$ cat config.mk
export PLATFORM = sky130hd
export DESIGN_NAME = nib_regport
export DESIGN_NICKNAME = d
export VERILOG_FILES = /design/src/rtl/nib_pkg.sv /design/src/rtl/nib_cmd_decode.sv /design/src/rtl/nib_addr_stage.sv /design/src/rtl/nib_reg_bank.sv /design/src/rtl/nib_rsp_slot.sv /design/src/rtl/nib_regport.sv
export SDC_FILE = /design/constraint.sdc
export NUM_CORES = 2
export LEC_CHECK = 0
export BUFFER_PORTS_ARGS = -buffer_cell sky130_fd_sc_hd__clkbuf_2
export CAP_MARGIN = 20
export CORE_MARGIN = 2
export CORE_UTILIZATION = 61
export DETAILED_ROUTE_END_ITERATION = 7
export HOLD_SLACK_MARGIN = 0.02
export PLACE_DENSITY = 0.73
export SYNTH_ARGS = -nofsm -noshare
export SYNTH_HDL_FRONTEND = slang
export SYNTH_HIERARCHICAL = 1
export SYNTH_SLANG_ARGS = --single-unit
$ cat constraint.sdc
create_clock -name clk -period 4.7 [get_ports clk]
set_input_delay 0.705 -clock clk [delete_from_list [all_inputs] [get_ports clk]]
set_output_delay 0.705 -clock clk [all_outputs]
set_load 0.01 [all_outputs]
$ cat src/rtl/nib_pkg.sv
package nib_pkg;
  localparam int NIB_W  = 4;
  localparam int BYTE_W = 2 * NIB_W;

  typedef enum logic [NIB_W-1:0] {
    OPC_ADR_LO = 4'h1,
    OPC_ADR_HI = 4'h2,
    OPC_DAT_LO = 4'h5,
    OPC_DAT_HI = 4'h6,
    OPC_READ   = 4'h9
  } opc_e;

  function automatic logic [NIB_W-1:0] opc_of(input logic [BYTE_W-1:0] b);
    return b[BYTE_W-1:NIB_W];
  endfunction

  function automatic logic [NIB_W-1:0] pay_of(input logic [BYTE_W-1:0] b);
    return b[NIB_W-1:0];
  endfunction

  function automatic logic [BYTE_W-1:0] join_nibs(input logic [NIB_W-1:0] hi,
                                                  input logic [NIB_W-1:0] lo);
    return {hi, lo};
  endfunction
endpackage

$ cat src/rtl/nib_cmd_decode.sv
module nib_cmd_decode
  import nib_pkg::*;
(
  input  logic              clk,
  input  logic              rst_n,
  input  logic              cmd_fire,
  input  logic [BYTE_W-1:0] cmd_byte,
  output logic [NIB_W-1:0]  payload,
  output logic              ld_alo,
  output logic              ld_ahi,
  output logic              ld_stage,
  output logic              commit,
  output logic              rd_req,
  output logic              rd_next
);
  logic [NIB_W-1:0] opc;

  assign opc     = opc_of(cmd_byte);
  assign payload = pay_of(cmd_byte);

  always_comb begin
    ld_alo   = 1'b0;
    ld_ahi   = 1'b0;
    ld_stage = 1'b0;
    commit   = 1'b0;
    rd_req   = 1'b0;
    if (cmd_fire) begin
      case (opc)
        OPC_ADR_LO: ld_alo   = 1'b1;
        OPC_ADR_HI: ld_ahi   = 1'b1;
        OPC_DAT_LO: ld_stage = 1'b1;
        OPC_DAT_HI: commit   = 1'b1;
        OPC_READ:   rd_req   = 1'b1;
        default:    ;
      endcase
    end
  end

  assign rd_next = rd_req & payload[0];

  assert_onehot_R2: assert property (@(posedge clk) disable iff (!rst_n)
    $onehot0({ld_alo, ld_ahi, ld_stage, commit, rd_req}));

  assert_fire_only_R10: assert property (@(posedge clk) disable iff (!rst_n)
    (ld_alo | ld_ahi | ld_stage | commit | rd_req) |-> cmd_fire);
endmodule

$ cat src/rtl/nib_addr_stage.sv
module nib_addr_stage
  import nib_pkg::*;
#(
  parameter int ADDR_W = 8
) (
  input  logic              clk,
  input  logic              rst_n,
  input  logic [NIB_W-1:0]  payload,
  input  logic              ld_alo,
  input  logic              ld_ahi,
  input  logic              ld_stage,
  input  logic              commit,
  input  logic              rd_next,
  output logic [ADDR_W-1:0] addr_q,
  output logic [NIB_W-1:0]  stage_q
);
  logic step;

  function automatic logic [ADDR_W-1:0] step_addr(input logic [ADDR_W-1:0] a);
    return a + 1'b1;
  endfunction

  assign step = commit | rd_next;

  always_ff @(posedge clk) begin
    if (!rst_n) begin
      addr_q  <= '0;
      stage_q <= '0;
    end else begin
      if (ld_alo) addr_q[NIB_W-1:0] <= payload;
      if (ld_ahi) addr_q[ADDR_W-1:NIB_W] <= payload;
      if (step)   addr_q <= step_addr(addr_q);
      if (ld_stage) stage_q <= payload;
    end
  end

  assert_idle_addr_R9: assert property (@(posedge clk) disable iff (!rst_n)
    !(ld_alo | ld_ahi | step) |=> $stable(addr_q));

  assert_stage_kept_R5: assert property (@(posedge clk) disable iff (!rst_n)
    !ld_stage |=> $stable(stage_q));

  assert_alo_only_R3: assert property (@(posedge clk) disable iff (!rst_n)
    ld_alo |=> addr_q[ADDR_W-1:NIB_W] == $past(addr_q[ADDR_W-1:NIB_W]));
endmodule

$ cat src/rtl/nib_reg_bank.sv
module nib_reg_bank
  import nib_pkg::*;
#(
  parameter int ADDR_W = 8
) (
  input  logic              clk,
  input  logic              wr_en,
  input  logic [ADDR_W-1:0] addr,
  input  logic [BYTE_W-1:0] wr_data,
  output logic [BYTE_W-1:0] rd_data
);
  localparam int DEPTH = 1 << ADDR_W;

  logic [BYTE_W-1:0] mem [DEPTH];

  always_ff @(posedge clk) begin
    if (wr_en) mem[addr] <= wr_data;
  end

  assign rd_data = mem[addr];
endmodule

$ cat src/rtl/nib_rsp_slot.sv
module nib_rsp_slot
  import nib_pkg::*;
(
  input  logic              clk,
  input  logic              rst_n,
  input  logic              load,
  input  logic [BYTE_W-1:0] din,
  input  logic              rsp_ready,
  output logic              rsp_valid,
  output logic [BYTE_W-1:0] rsp_data
);
  always_ff @(posedge clk) begin
    if (!rst_n) begin
      rsp_valid <= 1'b0;
      rsp_data  <= '0;
    end else if (load) begin
      rsp_valid <= 1'b1;
      rsp_data  <= din;
    end else if (rsp_ready) begin
      rsp_valid <= 1'b0;
    end
  end

  assert_hold_R8: assert property (@(posedge clk) disable iff (!rst_n)
    (rsp_valid && !rsp_ready) |=> (rsp_valid && $stable(rsp_data)));

  assert_rsp_source_R6: assert property (@(posedge clk) disable iff (!rst_n)
    $rose(rsp_valid) |-> $past(load));
endmodule

$ cat src/rtl/nib_regport.sv
module nib_regport
  import nib_pkg::*;
#(
  parameter int ADDR_W = 8
) (
  input  logic        clk,
  input  logic        rst_n,
  input  logic        cmd_valid,
  input  logic [7:0]  cmd_byte,
  output logic        cmd_ready,
  output logic        rsp_valid,
  output logic [7:0]  rsp_data,
  input  logic        rsp_ready
);
  logic              cmd_fire;
  logic [NIB_W-1:0]  payload;
  logic              ld_alo, ld_ahi, ld_stage, commit, rd_req, rd_next;
  logic [ADDR_W-1:0] addr_q;
  logic [NIB_W-1:0]  stage_q;
  logic [BYTE_W-1:0] bank_rd;

  assign cmd_ready = !rsp_valid || rsp_ready;
  assign cmd_fire  = cmd_valid && cmd_ready;

  nib_cmd_decode u_dec (
    .clk(clk), .rst_n(rst_n), .cmd_fire(cmd_fire), .cmd_byte(cmd_byte),
    .payload(payload), .ld_alo(ld_alo), .ld_ahi(ld_ahi), .ld_stage(ld_stage),
    .commit(commit), .rd_req(rd_req), .rd_next(rd_next)
  );

  nib_addr_stage #(.ADDR_W(ADDR_W)) u_ptr (
    .clk(clk), .rst_n(rst_n), .payload(payload), .ld_alo(ld_alo),
    .ld_ahi(ld_ahi), .ld_stage(ld_stage), .commit(commit), .rd_next(rd_next),
    .addr_q(addr_q), .stage_q(stage_q)
  );

  nib_reg_bank #(.ADDR_W(ADDR_W)) u_bank (
    .clk(clk), .wr_en(commit), .addr(addr_q),
    .wr_data(join_nibs(payload, stage_q)), .rd_data(bank_rd)
  );

  nib_rsp_slot u_rsp (
    .clk(clk), .rst_n(rst_n), .load(rd_req), .din(bank_rd),
    .rsp_ready(rsp_ready), .rsp_valid(rsp_valid), .rsp_data(rsp_data)
  );

  assert_stall_R8: assert property (@(posedge clk) disable iff (!rst_n)
    (rsp_valid && !rsp_ready) |-> !(ld_alo | ld_ahi | ld_stage | commit | rd_req));
endmodule

==> flow_results.xml <==
<?xml version="1.0" encoding="UTF-8"?>
<metrics>
  <group name="status">
    <metric name="run_status" unit="">completed</metric>
  </group>
  <group name="final_layout">
    <metric name="drive_gt1_share" unit="%">25.3</metric>
    <metric name="flow.area_growth_from_synthesis" unit="%">11.7</metric>
    <metric name="layout.area.seq" unit="sq mm">0.0619</metric>
    <metric name="postLayoutCoreUtil" unit="%">68.6</metric>
    <metric name="fillCellCount" unit="">7559</metric>
    <metric name="multi_input_comb_area" unit="sq mm">0.0164</metric>
    <metric name="post-route-cell-area" unit="sq mm">0.0887</metric>
    <metric name="final_nets" unit="">3809</metric>
  </group>
  <group name="timing">
    <metric name="report.final.slew_viol_count" unit="">0</metric>
    <metric name="final_min_period_over_clock_period" unit="%">84.5</metric>
    <metric name="period_needed" unit="ns">3.97</metric>
    <metric name="timing_hold_violations_final" unit="">0</metric>
    <metric name="relSlewSlack" unit="%">20.8</metric>
    <metric name="setup-tns-final" unit="ns">0</metric>
    <metric name="fmax" unit="MHz">252</metric>
    <metric name="worst_hold_slack" unit="ns">0.233</metric>
    <metric name="worstMarginPinSlew" unit="ns">1.17</metric>
    <metric name="skew_final" unit="ns">0.0311</metric>
    <metric name="rsz0062_at_grt" unit="">false</metric>
    <metric name="setup_violations" unit="">0</metric>
  </group>
  <group name="placed_design">
    <metric name="dpl-instance-area" unit="sq mm">0.0823</metric>
    <metric name="place.gp.congestion" unit="">0.860</metric>
    <metric name="place.detailed.hpwl" unit="um">109000</metric>
    <metric name="io_buffers" unit="">21</metric>
  </group>
  <group name="detailed_routing">
    <metric name="pre_antenna_drt_iters" unit="">7</metric>
    <metric name="detail_route.wirelength" unit="um">185000</metric>
    <metric name="drtIter0Drc" unit="">5390</metric>
    <metric name="via_per_inst" unit="">6.88</metric>
    <metric name="avgRoutedWirePerCell" unit="um">32.4</metric>
    <metric name="post-route-drc-count" unit="">0</metric>
    <metric name="antenna_left" unit="">0</metric>
    <metric name="number_of_vias_after_detailed_routing" unit="">39222</metric>
  </group>
  <group name="job">
    <metric name="timing.max_cap.violations" unit="">0</metric>
  </group>
  <group name="synthesis">
    <metric name="synth_enable_flop_cells" unit="">2048</metric>
    <metric name="synth_ff_type" unit="">edfxtp_1</metric>
    <metric name="yosysUniqueCellTypes" unit="">46</metric>
    <metric name="synth_top_family_by_area" unit="">multiplexers</metric>
    <metric name="yosys.area_share.simple" unit="%">2.06</metric>
    <metric name="area_share_of_xor_xnor_cells_in_the_synthesized_design" unit="%">0.0110</metric>
    <metric name="synth_area" unit="sq mm">0.0794</metric>
    <metric name="postSynth.asyncResetShare" unit="%">0</metric>
    <metric name="yosysSeqAreaShare" unit="%">78.0</metric>
    <metric name="post_synth_most_frequent_cells" unit="">2048 x edfxtp_1, 512 x mux4_2, 256 x a22oi_1</metric>
    <metric name="mean_cell_area_of_the_mapped_netlist" unit="sq um">21.8</metric>
    <metric name="area_share_of_fa_ha_maj_cells_after_synthesis" unit="%">0.0158</metric>
    <metric name="synth.area.mux_share" unit="%">14.7</metric>
    <metric name="netlist_instances" unit="">3649</metric>
    <metric name="cell_with_the_most_instances_after_synthesis" unit="">edfxtp_1</metric>
    <metric name="synth_top_cell_area_share" unit="%">77.5</metric>
    <metric name="yosysWarnings" unit="">6</metric>
    <metric name="synth-seq-cells" unit="">2069</metric>
    <metric name="netlist.top_cell.by_area" unit="">edfxtp_1</metric>
    <metric name="mappedNetlistNets" unit="">3662</metric>
    <metric name="synth-compound-area-share" unit="%">3.76</metric>
    <metric name="synth.top_cells.by_area" unit="">edfxtp_1 77%, mux4_2 15%, a22oi_1 2.4%</metric>
  </group>
  <group name="cts">
    <metric name="holdBufCountCts" unit="">0</metric>
    <metric name="clockBufferDepth" unit="">3</metric>
    <metric name="postCtsResizedCells" unit="">0</metric>
    <metric name="path_clk_slew" unit="ns">0.06</metric>
    <metric name="htree_levels" unit="">4</metric>
    <metric name="clock_insertion_delay_worst_skew" unit="ns">0.83</metric>
    <metric name="numCtsBuffers" unit="">191</metric>
    <metric name="postCtsSetupBuffers" unit="">0</metric>
    <metric name="numClockSinks" unit="">2069</metric>
    <metric name="cts_tree" unit="">built</metric>
    <metric name="cts-root-buf" unit="">clkbuf_16</metric>
  </group>
  <group name="pwr">
    <metric name="power_frac_comb" unit="%">2.5</metric>
    <metric name="pwr_density_cell" unit="mW/mm^2">415</metric>
    <metric name="switchingPower" unit="uW">7220</metric>
    <metric name="cell_internal_pwr" unit="uW">29600</metric>
    <metric name="vdd_ir_drop_max" unit="V">0.000356</metric>
    <metric name="clockPowerShare" unit="%">42.7</metric>
    <metric name="power.static_leakage" unit="uW">0.0287</metric>
    <metric name="switching_share" unit="%">19.6</metric>
    <metric name="power.sequential.fraction" unit="%">54.8</metric>
  </group>
  <group name="setup_path">
    <metric name="worstPathRequired" unit="ns">5.41</metric>
    <metric name="path_class" unit="">reg -&gt; reg</metric>
    <metric name="cp-end-kind" unit="">flop</metric>
    <metric name="critical_path_peak_fanout" unit="">56</metric>
    <metric name="worstSetupStartpointType" unit="">flop</metric>
    <metric name="arrival_worst_endpoint" unit="ns">4.68</metric>
    <metric name="ff2ff_path_depth" unit="">8</metric>
  </group>
  <group name="worst_hold_path">
    <metric name="holdPathStages" unit="">3</metric>
    <metric name="timing.hold.worst.class" unit="">in -&gt; reg</metric>
  </group>
  <group name="grt">
    <metric name="global_route.overflow_total" unit="">0</metric>
    <metric name="grt_pass1_wl" unit="um">270000</metric>
    <metric name="grt_antenna_before_repair" unit="">3</metric>
    <metric name="vias_in_the_first_global_route" unit="">39216</metric>
    <metric name="track_usage" unit="%">28.3</metric>
    <metric name="grt_max_degree" unit="">207</metric>
  </group>
  <group name="floorplanning">
    <metric name="die_height" unit="um">365</metric>
    <metric name="die_w" unit="um">365</metric>
    <metric name="fp-row-count" unit="">132</metric>
    <metric name="design.core.area" unit="sq mm">0.129</metric>
    <metric name="floorplan.die_area" unit="sq mm">0.133</metric>
    <metric name="initial_core_util" unit="%">61.4</metric>
    <metric name="pin_count" unit="">22</metric>
  </group>
</metrics>
## worst max-delay path, stage by stage (launching register included)
cell and delay (ns):
dfxtp_4 0.67, buf_4 0.73, mux4_2 0.42, a22oi_1 0.31, a21oi_1 0.15, o41ai_1 1.06, nand4_1 0.19, mux2i_1 0.22
nor2b_1 0.08
## stage by stage
stage	std cells	total power [uW]	setup WS [ns]
after detailed placement	5340	21500	0.837
final	5700	36800	0.730
after CTS	5694	37000	0.805
after floorplan	3649	21200	0.448
after global placement	5338	21400	0.513
after global routing	5699	37700	0.742
## sequential cells by signal, summed over array words and instances (netlist names)
name and cells:
u_bank/mem 2048, u_ptr/addr_q 8, u_rsp/rsp_data 8, u_ptr/stage_q 4
u_rsp/rsp_valid 1
## power groups by stage
stage | combinational (uW) | clock (uW) | sequential, uW
5_1_grt | 967 | 16600 | 20200
2_1_floorplan | 597 | 0 | 20600
6_report | 916 | 15700 | 20200
4_1_cts | 916 | 15900 | 20200
3_3_place_gp | 882 | 0 | 20600
3_5_place_dp | 912 | 0 | 20600
## cells by family after synthesis
kind of cell / after synthesis
multiplexers: 527
AND/OR/NAND/NOR: 375
buffers and inverters: 241
AO/OA/AOI/OAI: 435
flip-flops: 2069
adder cells (fa/ha/maj): 1
XOR/XNOR: 1
## area by class of cell
cell class	instances	area share [%]
Sequential cell	2069	69.8
Multi-Input combinational cell	1339	18.4
Clock buffer	240	5.76
Tap cell	1742	2.46
Timing Repair Buffer	193	2.06
Clock inverter	114	1.44
Inverter	2	0.00846
Antenna cell	1	0.00282
## cells in the final DEF, fill, tap and decap left out, types with 3 or more instances in the layout
cell	synthesis	routed
buf_2	37	3
o41ai_1	32	31
edfxtp_1	2048	2048
o21a_1	5	5
nor3_1	31	31
nand2b_1	8	7
a22oi_1	256	256
clkinv_4	0	3
nor2_1	239	238
bufinv_16	0	25
inv_16	0	3
clkbuf_1	146	40
clkinv_1	1	39
clkbuf_8	0	8
clkbuf_2	0	19
clkinv_2	0	31
buf_4	20	134
clkinv_8	0	3
dfxtp_1	21	15
nand2_1	32	31
buf_12	0	31
clkinvlp_4	0	5
mux2i_1	15	15
mux4_2	512	512
and2_1	4	3
a31oi_1	3	3
dfxtp_4	0	6
nand4_1	9	9
a21oi_1	129	129
or3_1	4	3
nand3_1	18	18
clkbuf_16	0	196
inv_6	0	5
nor2b_1	17	15
## path summary, 6_finish.rpt
check	endpoint	startpoint	slack (ns)
worst min register to register	u_rsp/rsp_data[4]	u_rsp/rsp_data[4]	0.61
worst min-delay path	u_rsp/rsp_valid	rsp_ready	0.23
worst max register to register	u_rsp/rsp_data[1]	u_ptr/addr_q[1]	0.73
worst max-delay path	u_rsp/rsp_data[1]	u_ptr/addr_q[1]	0.73
## routing by layer
metal / vias to the layer above / global-route usage [%] / wire (um)
li1: 15757 / - / -
met1: 20678 / 39.8 / 68400
met2: 2439 / 44.6 / 90400
met3: 344 / 6.62 / 20200
met4: 4 / 9.43 / 5760
met5: - / 0 / 30
No activity file was read; power rests on OpenSTA's default activity.
